`config.mk`:
```
export PLATFORM = sky130hd
export DESIGN_NAME = flash_cmd_fsm
export DESIGN_NICKNAME = d
export VERILOG_FILES = /design/src/rtl/flash_cmd_fsm.sv
export SDC_FILE = /design/constraint.sdc
export NUM_CORES = 1
export LEC_CHECK = 0
export CORE_MARGIN = 2
export CORE_UTILIZATION = 35
export CTS_BUF_LIST = sky130_fd_sc_hd__clkbuf_8
export CTS_CLUSTER_SIZE = 12
export DETAILED_ROUTE_END_ITERATION = 10
export HOLD_SLACK_MARGIN = 0.05
export RECOVER_POWER = 25
export SYNTH_ARGS = -nofsm -noshare
export SYNTH_HDL_FRONTEND = slang
export SYNTH_SLANG_ARGS = --single-unit
```
`constraint.sdc`:
```
create_clock -name clk -period 2.2 [get_ports clk]
set_clock_uncertainty 0.1 [all_clocks]
set_input_delay 0.66 -clock clk [delete_from_list [all_inputs] [get_ports clk]]
set_output_delay 0.66 -clock clk [all_outputs]
set_load 0.02 [all_outputs]
```
`src/rtl/flash_cmd_fsm.sv`:
```
module flash_cmd_fsm #(
  parameter int ADDR_W         = 12,
  parameter int DATA_W         = 16,
  parameter int NUM_SECT       = 4,
  parameter int SECT_WORDS     = 4,
  parameter int ERASE_CYCLES   = 64,
  parameter int TIMEOUT_CYCLES = 100,
  parameter bit BOTTOM_BOOT    = 1'b0
) (
  input  logic              clk,
  input  logic              rst_n,
  input  logic              we_n,
  input  logic              rd_en,
  input  logic [ADDR_W-1:0] addr,
  input  logic [DATA_W-1:0] wdata,
  input  logic              err_inject,
  output logic [DATA_W-1:0] rdata
);
  localparam int DEPTH   = NUM_SECT * SECT_WORDS;
  localparam int MEM_AW  = $clog2(DEPTH);
  localparam int SW_AW   = $clog2(SECT_WORDS);
  localparam int SEC_AW  = MEM_AW - SW_AW;
  localparam int CNT_MAX = (ERASE_CYCLES > TIMEOUT_CYCLES) ? ERASE_CYCLES : TIMEOUT_CYCLES;
  localparam int CNT_W   = $clog2(CNT_MAX + 1);
  localparam logic [15:0] MFR_CODE = 16'h00C2;
  localparam logic [15:0] DEV_CODE = BOTTOM_BOOT ? 16'h22BA : 16'h22B9;

  typedef enum logic [3:0] {
    S_READ, S_C1, S_C2, S_C3, S_C4, S_C5, S_ID, S_PRE, S_ERS, S_FAIL
  } st_t;

  st_t                state;
  logic               we_n_q;
  logic               chip_q, err_q, tog;
  logic [SEC_AW-1:0]  sec_q;
  logic [MEM_AW-1:0]  idx;
  logic [CNT_W-1:0]   cnt;
  logic [DATA_W-1:0]  mem [DEPTH];

  logic strobe, at555, at2aa, busy, failed, id_mode;
  logic [7:0] cmd;
  logic [MEM_AW-1:0] idx_last, zero_addr;

  assign strobe    = we_n & ~we_n_q;
  assign cmd       = wdata[7:0];
  assign at555     = addr[10:0] == 11'h555;
  assign at2aa     = addr[10:0] == 11'h2AA;
  assign busy      = (state == S_PRE) || (state == S_ERS);
  assign failed    = state == S_FAIL;
  assign id_mode   = state == S_ID;
  assign idx_last  = chip_q ? MEM_AW'(DEPTH - 1) : MEM_AW'(SECT_WORDS - 1);
  assign zero_addr = chip_q ? idx : {sec_q, idx[SW_AW-1:0]};

  always_ff @(posedge clk) begin
    if (!rst_n) begin
      state  <= S_READ;
      we_n_q <= 1'b1;
      chip_q <= 1'b0;
      err_q  <= 1'b0;
      sec_q  <= '0;
      idx    <= '0;
      cnt    <= '0;
      for (int i = 0; i < DEPTH; i++) mem[i] <= DATA_W'(16'hA500 | i);
    end else begin
      we_n_q <= we_n;
      case (state)
        S_READ: if (strobe && cmd == 8'hAA && at555) state <= S_C1;
        S_C1:   if (strobe) state <= (cmd == 8'h55 && at2aa) ? S_C2 : S_READ;
        S_C2:   if (strobe) begin
                  if (cmd == 8'h90 && at555)      state <= S_ID;
                  else if (cmd == 8'h80 && at555) state <= S_C3;
                  else                            state <= S_READ;
                end
        S_C3:   if (strobe) state <= (cmd == 8'hAA && at555) ? S_C4 : S_READ;
        S_C4:   if (strobe) state <= (cmd == 8'h55 && at2aa) ? S_C5 : S_READ;
        S_C5:   if (strobe) begin
                  idx   <= '0;
                  err_q <= err_inject;
                  sec_q <= addr[MEM_AW-1:SW_AW];
                  if (cmd == 8'h10 && at555) begin
                    chip_q <= 1'b1;
                    state  <= S_PRE;
                  end else if (cmd == 8'h30) begin
                    chip_q <= 1'b0;
                    state  <= S_PRE;
                  end else begin
                    state  <= S_READ;
                  end
                end
        S_ID:   if (strobe && cmd == 8'hF0) state <= S_READ;
        S_PRE:  begin
                  mem[zero_addr] <= '0;
                  idx <= idx + 1'b1;
                  if (idx == idx_last) begin
                    cnt   <= '0;
                    state <= S_ERS;
                  end
                end
        S_ERS:  begin
                  cnt <= cnt + 1'b1;
                  if (err_q && cnt == CNT_W'(TIMEOUT_CYCLES - 1)) begin
                    state <= S_FAIL;
                  end else if (!err_q && cnt == CNT_W'(ERASE_CYCLES - 1)) begin
                    for (int i = 0; i < DEPTH; i++)
                      if (chip_q || (i / SECT_WORDS) == int'(sec_q)) mem[i] <= '1;
                    state <= S_READ;
                  end
                end
        S_FAIL: if (strobe && cmd == 8'hF0) state <= S_READ;
        default: state <= S_READ;
      endcase
    end
  end

  always_ff @(posedge clk) begin
    if (!rst_n) begin
      rdata <= '0;
      tog   <= 1'b0;
    end else if (rd_en) begin
      if (busy || failed) begin
        rdata <= DATA_W'({1'b0, tog, failed, 5'b0});
        tog   <= ~tog;
      end else if (id_mode) begin
        case (addr[1:0])
          2'b00:   rdata <= DATA_W'(MFR_CODE);
          2'b01:   rdata <= DATA_W'(DEV_CODE);
          default: rdata <= '0;
        endcase
      end else begin
        rdata <= mem[addr[MEM_AW-1:0]];
      end
    end
  end
endmodule

```
# Yosys cells after proc, flatten, opt, wreduce, memory -nomap -nowiden
# Memories as Yosys holds them, arrays and structs flattened.
# Cells that the tools add are included.
[classes]
addsub = 2
eq_ne = 34
mux = 76
n_bitwise = 19
n_reduce_logical = 31
[op_table]
columns = ["operator", "count"]
rows = [
  ["16-bit two-way mux", 19],
  ["4-bit two-way mux", 14],
  ["4-bit case mux with 9 select lines", 1],
  ["8-bit == test, second input constant", 4],
  ["1-bit two-way mux", 31],
  ["14-bit case mux with 2 select lines", 1],
  ["4-bit by 3-bit == test with 1-bit output, second input constant", 4],
  ["1-bit OR", 16],
  ["16-bit OR reduction", 1],
  ["3-bit two-way mux", 5],
  ["7-bit case mux with 2 select lines", 1],
  ["2-bit inequality test, second input constant", 6],
  ["11-bit by 10-bit == test with 1-bit output, second input constant", 1],
  ["11-bit == test, second input constant", 1],
  ["1-bit logical AND", 10],
  ["9-bit AND reduction", 1],
  ["4-bit by 2-bit == test with 1-bit output, second input constant", 2],
  ["4-bit == test, second input constant", 2],
  ["8-bit by 5-bit == test with 1-bit output, second input constant", 1],
  ["8-bit by 6-bit == test with 1-bit output, second input constant", 1],
  ["8-bit by 7-bit == test with 1-bit output, second input constant", 1],
  ["4-bit case mux with 2 select lines", 1],
  ["2-bit AND reduction", 4],
  ["7-bit by 1-bit adder with 7-bit output, second input constant", 1],
  ["other kinds (21)", 33],
]
[totals]
ff_bits = 37
ram_bits = 256
input_bits = 33
out_inout_bits = 16
mem_count = 1
[memory_table]
columns = ["memory", "words", "width", "rd", "rd_clocked_by_memory_dff", "wr", "line", "source"]
rows = [
  ["mem", 16, 16, 1, 0, 16, "38", "logic [DATA_W-1:0] mem [DEPTH];"],
]

# Logic depth before layout (Yosys ltp)
# Gate-level depths: netlist (run 1).
[depth]
word_depth = 10
mapped_depth = 8
mapped_depth_nobuf = 7

# Worst setup path after synthesis (run 1)
# No wires, ideal clock.
[synth_timing]
path_type = "input to register"
startpoint = "input addr[1]"
endpoint = "register state[2]"
t_arrival_ns = 2.132
t_required_ns = 2.040
setup_slack_ns = -0.092
path_stages = 7
path_buffers = 1
cell_sequence = "buf_6 > and4bb_1 > nand4_1 > or3_1 > or3_1 > a21oi_1 > o221a_1"
[synth_via]
elab_chain_cells = 5
[synth_lines]
columns = ["element", "line", "source"]
rows = [
  ["start: declaration", "14", "input logic [ADDR_W-1:0] addr,"],
  ["11-bit == test or 11-bit by 10-bit == test with 1-bit output (tied branches)", "46, 47", ""],
  ["1-bit logical AND, on equally long branches", "-", ""],
  ["3-bit two-way mux, on equally long branches", "-", ""],
  ["4-bit two-way mux, on equally long branches", "-", ""],
  ["4-bit case mux with 9 select lines", "66", "case (state)"],
  ["end signal: assignment", "68", "S_C1: if (strobe) state <= (cmd == 8'h55 && at2aa) ? S_C2 : S_READ;"],
  ["end signal: assignment", "74", "S_C3: if (strobe) state <= (cmd == 8'hAA && at555) ? S_C4 : S_READ;"],
  ["end signal: assignment", "75", "S_C4: if (strobe) state <= (cmd == 8'h55 && at2aa) ? S_C5 : S_READ;"],
  ["end: declaration", "32", "st_t state;"],
]
# Parallel ways exist; a longest one is shown, timed or not. The select of a mux whose other input is x is not followed.
# A chain may end at the register's enable or synchronous reset.

# Final worst setup path (run 1)
[layout_timing]
startpoint = "input addr[3]"
endpoint = "register state[2]"
# Same word-level chain as after synthesis.

==> results.txt, run 1 <==
Top FF cell, synth -> dfxtp_1
Die Span X -> 104.6 um
routed length per instance -> 16.25 um
Yosys cell types -> 52
crit share post-route -> 99.00%
Via Count -> 3,367
Synth area leader -> dfxtp_1
Longest Clk Path Bufs -> 2
Worst EP required -> 2410 ps
maximum clock rate -> 0.4591 GHz
Post-synth EDFFs -> 0
setup ws final -> 21.90 ps
Post-Synthesis Net Count -> 437
synth top area cells -> dfxtp_1, o221a_2, nand2_1
largest net degree at the start of global routing -> 32
register area share after synthesis -> 36.20%
Routed Antenna Nets -> 0
RSZ-0062 raised after global routing -> true
Peak VDD IR -> 0.0003172 V
pre-CTS setup slack -> -662.8 ps
aggregate global routing overflow -> 0
port bufs -> 39
CTS Buf Count -> 9
Multi-input gate area -> 0.002157 sq mm
TritonCTS clock tree -> done
Final HPWL DP -> 7.213 mm
placed cells -> 594
Die H -> 104.6 um
normalized max-slew margin -> 54.12%
worst skew pair latency -> 360 ps
Synth Warn # -> 0
Worst Hold Class -> reg -> reg
clock period minus worst slack -> 2178 ps
Max-cap violations -> 0
fillcell total -> 962
non-filler instance count after layout -> 617
worst path arrival time -> 2380 ps
Mapped Area -> 0.003540 sq mm
# diodes -> 0
placed cell area -> 0.004333 sq mm
first-pass GRT wire length -> 16.64 mm
crit path max fanout -> 2
row count -> 36
routed wire length -> 10.03 mm
All-Layer GR Usage -> 19.24%
# IOs -> 49
drt first pass iters -> 4
setup TNS -> 0 ps
area share of the largest cell type after synthesis -> 36.20%
H-tree levels -> 3
CP Class -> in -> reg
critical path endpoint category -> flop
vias in the first global route -> 3,352
fraction of registers with async set/reset -> 0%
clk sinks -> 64
#FFs+latches synth -> 64
register area -> 0.001281 sq mm
Final Hold Fails -> 0
Placer Congestion -> 0.8446
core area -> 0.009774 sq mm
vias per cell -> 5.457
Die Area -> 0.01093 sq mm
setup violators final -> 0
finished layout cell area -> 0.004687 sq mm
Post-Synthesis Cells -> 399
Root Buffer Master -> clkbuf_8
share of cells above drive strength 1 -> 24.59%
actual slew at the worst max-slew pin -> 669.0 ps
first-iteration detailed-routing DRC count -> 243
status -> complete, no violations
Pwr Density -> 718.6 mW/mm^2
Initial Utilization -> 36.21%
CP startpoint kind -> primary input
initial antenna violation count -> 0
leakage power -> 1.847 nW
Clock transition at path regs -> 80 ps
fin. max-slew vios -> 0
DRC Markers -> 0
Total Nets Final -> 517
Avg Cell Area, Syn -> 8.871 sq um
Area Overhead vs Synth -> 32.41%
synth_stat cells (6+ instances only):
master    number
buf_4          8
inv_1         10
a21oi_1       20
nand3_1       14
o21ai_0       12
nor2_1        37
nand2b_1       8
o22ai_1       17
nor3_1         9
dfxtp_1       64
nor2b_1       12
o221a_2       18
mux2i_1       11
mux4_2         7
nand2_1       45
a31oi_1        6
clkbuf_1      14
final cells by class:
class | count | area share, %
clock buffer | 9 | 2.643
tap | 133 | 3.550
timing repair buffer | 96 | 17.46
inverter | 10 | 0.8009
multi-input combinational | 298 | 46.02
clock inverter | 7 | 2.189
sequential | 64 | 27.34
power by group:
group / internal [W] / switching (W)
combinational: 0.000425 / 0.000476
clock: 0.000649 / 0.000521
sequential: 0.00122 / 0.0000740
total: 0.00230 / 0.00107
cells in the final DEF, fill, tap and decap left out, types with 4 or more instances in the layout:
cell type | Yosys | layout
a21oi_1 | 20 | 19
o311a_1 | 4 | 4
nor3_1 | 9 | 8
nand3_1 | 14 | 14
o22ai_1 | 17 | 17
and3_1 | 5 | 5
nand4_1 | 5 | 5
nor2_1 | 37 | 36
o21ai_0 | 12 | 12
nor2b_1 | 12 | 11
buf_4 | 8 | 51
a211oi_1 | 5 | 4
dlygate4sd2_1 | 0 | 12
nand2_1 | 45 | 45
mux2i_1 | 11 | 11
a31oi_1 | 6 | 6
mux4_2 | 7 | 9
inv_1 | 10 | 10
ha_1 | 5 | 5
nand2b_1 | 8 | 8
a21boi_0 | 4 | 4
clkbuf_8 | 0 | 9
o221a_2 | 18 | 18
o21a_1 | 5 | 5
clkdlybuf4s50_1 | 0 | 21
dfxtp_1 | 64 | 64
sequential cells by signal (all words and copies together) (netlist names):
| register | flops |
|---|---|
| idx | 4 |
| cnt | 7 |
| rdata | 11 |
| err_q | 1 |
| chip_q | 1 |
| mem | 32 |
| we_n_q | 1 |
| state | 4 |
| sec_q | 2 |
| tog | 1 |
metal layers:
layer  track usage [%]  routed length [um]
met4             9.942                 302
met1             25.54                4621
met2             29.79                4571
met3             3.556                 532
met5                 0                   0
final timing paths:
kind,from,end,slack (ps),cells past startpoint
max,addr[3],state[2],20,7
min,rdata[2],rdata[2],400,1
max reg2reg,cnt[0],state[1],130,7
min reg2reg,rdata[2],rdata[2],400,1
cells by family after synthesis:
logic type	after synthesis	share of synthesized area, %
simple gates	159	22.52
compound gates	107	22.41
flops	64	36.20
buf+inv	37	5.126
mux	25	11.49
fa+ha+maj	5	1.767
xor+xnor	2	0.4950
worst max-delay path, stage by stage:
cell	delay, ps
clkdlybuf4s15_1	210
and4bb_1	330
nand4_1	130
or3_4	360
or3_4	400
a21oi_2	130
o221a_1	180
timing repair:
action	in CTS	in global routing
gates resized for setup	27	16
setup buffers	6	1
hold buffers	0	0
endpoints found under the setup margin	14	8
pin swaps	9	7
cloned	0	0
through the flow:
stage | util (%) | total power [W] | hold slack [ps]
finish | 47.95 | 0.003368 | 396.9
global route | 47.95 | 0.003539 | 425.4
CTS | 47.27 | 0.003360 | 394.2
detailed placement | 44.33 | 0.002179 | 376.2
global placement | 44.33 | 0.002173 | 360.6
floorplan | - | 0.001854 | 356.8
Note: power is estimated with default switching activity, not from simulation.
==> inputs of run 2 (changes only) <==
Settings changed: PLACE_DENSITY from default to 0.61.
==> results.txt, run 2 (same netlist as run 1, synthesis figures left out) <==
port bufs -> 39
Pwr Density -> 747.2 mW/mm^2
leakage power -> 1.831 nW
routed wire length -> 9.864 mm
Via Count -> 3,408
Final Power -> 0.003523 W
critical path endpoint category -> flop
Final Hold Slack -> 375.1 ps
Worst EP required -> 2410 ps
core area -> 0.009774 sq mm
non-filler instance count after layout -> 615
crit share post-route -> 97.96%
Worst Hold Class -> reg -> reg
# diodes -> 0
status -> complete, no violations
CP Class -> in -> reg
Max-cap violations -> 0
# IOs -> 49
maximum clock rate -> 0.4640 GHz
DRC Markers -> 0
commonest cells after routing, fill and taps aside -> dfxtp_1, buf_4, nand2_1
reg-to-reg slack, setup -> 120 ps
crit path max fanout -> 3
crit path cell chain -> clkdlybuf4s50_1 > or3_4 > nor4_4 > buf_4 > a21oi_1 > nor3_1 > o221a_2
vias in the first global route -> 3,340
Die Area -> 0.01093 sq mm
first-iteration detailed-routing DRC count -> 202
Critical Path Max Stage Delay -> 440 ps
H-tree levels -> 3
first-pass GRT wire length -> 16.38 mm
row count -> 36
worst path arrival time -> 2360 ps
initial antenna violation count -> 0
Largest regs -> mem (32), rdata (11), cnt (7)
worst skew pair latency -> 360 ps
Final Hold Fails -> 0
Die H -> 104.6 um
fillcell total -> 943
Initial Utilization -> 36.21%
Largest register FFs -> 32
Top reg by flops -> mem
All-Layer GR Usage -> 18.88%
slowest stage cell, crit path -> clkdlybuf4s50_1
largest net degree at the start of global routing -> 26
Placer Congestion -> 0.8290
Die Span X -> 104.6 um
Peak VDD IR -> 0.0003584 V
clock period minus worst slack -> 2155 ps
Root Buffer Master -> clkbuf_8
actual slew at the worst max-slew pin -> 599.2 ps
clk sinks -> 64
Final HPWL DP -> 7.233 mm
setup violators final -> 0
TritonCTS clock tree -> done
Longest Clk Path Bufs -> 2
CTS Buf Count -> 9
Clock transition at path regs -> 70 ps
placed cells -> 596
fin. max-slew vios -> 0
commonest non-fill, non-tap cell in the layout -> dfxtp_1
normalized max-slew margin -> 58.91%
routed length per instance -> 16.04 um
CP startpoint kind -> primary input
Total Nets Final -> 515
share of cells above drive strength 1 -> 24.69%
Routed Antenna Nets -> 0
vias per cell -> 5.541
Area Overhead vs Synth -> 33.19%
aggregate global routing overflow -> 0
drt first pass iters -> 4
Hold Buf Count CTS -> 0
-- run 2: changes by cell type in the layout (fill, tap and decap cells not counted), sizes merged --
| cell | before | now |
|---|---|---|
| buf | 56 | 52 |
| clkbuf | 12 | 15 |
| bufinv | 2 | 4 |
| clkinv | 2 | 0 |
| dlymetal6s2s | 3 | 1 |
| dlygate4sd2 | 12 | 13 |
| dlygate4sd3 | 0 | 1 |
| inv | 12 | 11 |
-- run 2: layout make-up --
cell class              instances  area, sq um  area share [%]
clock buffers                  10        137.6           2.919
clock inverters                 6        131.4           2.787
inverters                      10        37.54          0.7962
multi-input cells             298         2155           45.70
flip-flops and latches         64         1281           27.18
well taps                     133        166.4           3.530
repair buffers                 94        805.8           17.09
-- run 2: worst paths after layout --
path	start	endpoint	cells past startpoint
setup / recovery	wdata[1]	state[1]	7
hold / removal	rdata[2]	rdata[2]	1
setup reg to reg	cnt[0]	state[1]	7
hold reg to reg	rdata[2]	rdata[2]	1
-- run 2: through the flow --
stage | util, % | setup slack [ps] | area (sq um) | setup TNS (ps)
global route | 48.23 | -4.586 | 4715 | -4.586
global placement | 44.61 | -640.2 | 4360 | -9050
CTS | 47.99 | 3.438 | 4691 | 0
floorplan | - | -30.39 | 3543 | -30.39
detailed placement | 44.61 | -683.9 | 4360 | -9639
finish | 48.23 | 44.95 | 4715 | 0
-- run 2: routing by layer --
layer | routed length [um] | track usage [%]
met4 | 184 | 7.915
met1 | 4515 | 24.81
met3 | 562 | 4.679
met2 | 4602 | 29.55
met5 | 0 | 0
-- run 2: critical path: cells and delay by family --
kind	cells	cell delay, ps
AO/OA/AOI/OAI	2	270
buffers and inverters	2	600
AND/OR/NAND/NOR	3	820
-- run 2: what timing repair did --
| action | CTS | global route |
|---|---|---|
| pin swaps | 15 | 10 |
| gates cloned | 1 | 0 |
| buffers inserted | 1 | 2 |
| gates resized for setup | 34 | 12 |
| endpoints found under the setup margin | 14 | 32 |
-- run 2: power breakdown --
group / switching (W) / total [W] / internal (W)
Clock: 0.000469 / 0.00136 / 0.000894
Sequential: 0.0000791 / 0.00130 / 0.00122
Combinational: 0.000460 / 0.000858 / 0.000397
Total: 0.00101 / 0.00352 / 0.00251
==> inputs of run 3 (changes only) <==
Settings changed: CTS_BUF_LIST sky130_fd_sc_hd__clkbuf_8 to default.
==> results.txt, run 3 (same netlist as run 1, synthesis figures left out) <==
status -> complete, no violations
normalized max-slew margin -> 59.08%
setup ws final -> 44.55 ps
Top reg by flops -> mem
Final Hold Slack -> 375.0 ps
worst path arrival time -> 2360 ps
Worst Hold Class -> reg -> reg
Pwr Density -> 748.0 mW/mm^2
port bufs -> 39
drt first pass iters -> 5
largest net degree at the start of global routing -> 26
Area Overhead vs Synth -> 33.19%
Routed Antenna Nets -> 0
CP Class -> in -> reg
vias per cell -> 5.540
Longest Clk Path Bufs -> 2
setup violators final -> 0
row count -> 36
Worst Hold Endpoint -> rdata[2]
clock period minus worst slack -> 2155 ps
actual slew at the worst max-slew pin -> 596.7 ps
pre-CTS setup slack -> -683.9 ps
Placer Congestion -> 0.8290
crit path max fanout -> 3
Final Hold Fails -> 0
first-iteration detailed-routing DRC count -> 195
routed length per instance -> 16.02 um
CP startpoint kind -> primary input
vias in the first global route -> 3,340
DRC Markers -> 0
first-pass GRT wire length -> 16.38 mm
Largest regs -> mem (32), rdata (11), cnt (7)
R2R Path Start -> cnt[0]
Worst R2R End -> state[1]
Die H -> 104.6 um
All-Layer GR Usage -> 18.88%
placed cell area -> 0.004360 sq mm
clk sinks -> 64
# IOs -> 49
maximum clock rate -> 0.4639 GHz
aggregate global routing overflow -> 0
TritonCTS clock tree -> done
CTS Buf Count -> 9
commonest non-fill, non-tap cell in the layout -> dfxtp_1
share of cells above drive strength 1 -> 24.69%
Hold Buf Count CTS -> 0
H-tree levels -> 3
HP Start -> rdata[2]
Clock transition at path regs -> 70 ps
Largest register FFs -> 32
initial antenna violation count -> 0
core area -> 0.009774 sq mm
Critical Path Source -> wdata[1]
leakage power -> 1.827 nW
hold path depth -> 1
Initial Utilization -> 36.21%
commonest cells after routing, fill and taps aside -> dfxtp_1, buf_4, nand2_1
Via Count -> 3,407
Die Area -> 0.01093 sq mm
Peak VDD IR -> 0.0003581 V
# diodes -> 0
Worst EP required -> 2410 ps
crit share post-route -> 97.97%
routed wire length -> 9.855 mm
Final HPWL DP -> 7.233 mm
Worst R2R Path Depth -> 7
Die Span X -> 104.6 um
Total Nets Final -> 515
fin. max-slew vios -> 0
critical path endpoint category -> flop
reg-to-reg slack, setup -> 120 ps
Root Buffer Master -> clkbuf_8
finished layout cell area -> 0.004715 sq mm
worst skew pair latency -> 360 ps
Max-cap violations -> 0
## run 3: worst max-delay path by stage
stage	end	slack, ps	cells past startpoint
after floorplan	state[2]	-30	7
after global placement	rdata[6]	-640	8
after global routing	state[2]	-5	6
final	state[1]	40	7
after detailed placement	rdata[6]	-680	8
after CTS	state[2]	3	7
## run 3: report_power, final
part           internal [W]  switching [W]
registers           0.00122      0.0000785
logic              0.000397       0.000460
clock network      0.000899       0.000468
## run 3: cell type report
type                            count  area, sq um
Fill cell                         943         5060
Sequential cell                    64         1281
Clock inverter                      5        127.6
Timing Repair Buffer               94        805.8
Clock buffer                       11        141.4
Tap cell                          133        166.4
Inverter                           10        37.54
Multi-Input combinational cell    298         2155
## run 3: routing by layer
metal / share of wire, % / track usage (%) / up-vias
met5: 0 / 0 / -
met4: 1.9 / 7.915 / 0
met3: 6.4 / 4.679 / 16
met2: 47 / 29.55 / 115
met1: 45 / 24.81 / 1629
li1: - / - / 1647
## run 3: stage by stage
stage / TNS (ps) / power (W) / util (%) / instances
floorplan: -30.39 / 0.001854 / - / 399
global placement: -9050 / 0.002169 / 44.61 / 596
detailed placement: -9639 / 0.002180 / 44.61 / 596
CTS: 0 / 0.003561 / 47.99 / 614
global route: -4.586 / 0.003695 / 48.23 / 615
finish: 0 / 0.003526 / 48.23 / 615
## run 3: timing repair
item	in CTS	in global routing
setup endpoints to repair	14	32
pin swaps	15	10
resized for setup	34	12
buffers inserted	1	2
cloned	1	0
## run 3: worst max-delay path: stages
cell and delay (ps):
clkdlybuf4s50_1 440, or3_4 380, nor4_4 270, buf_4 160, a21oi_1 60, nor3_1 170, o221a_2 210
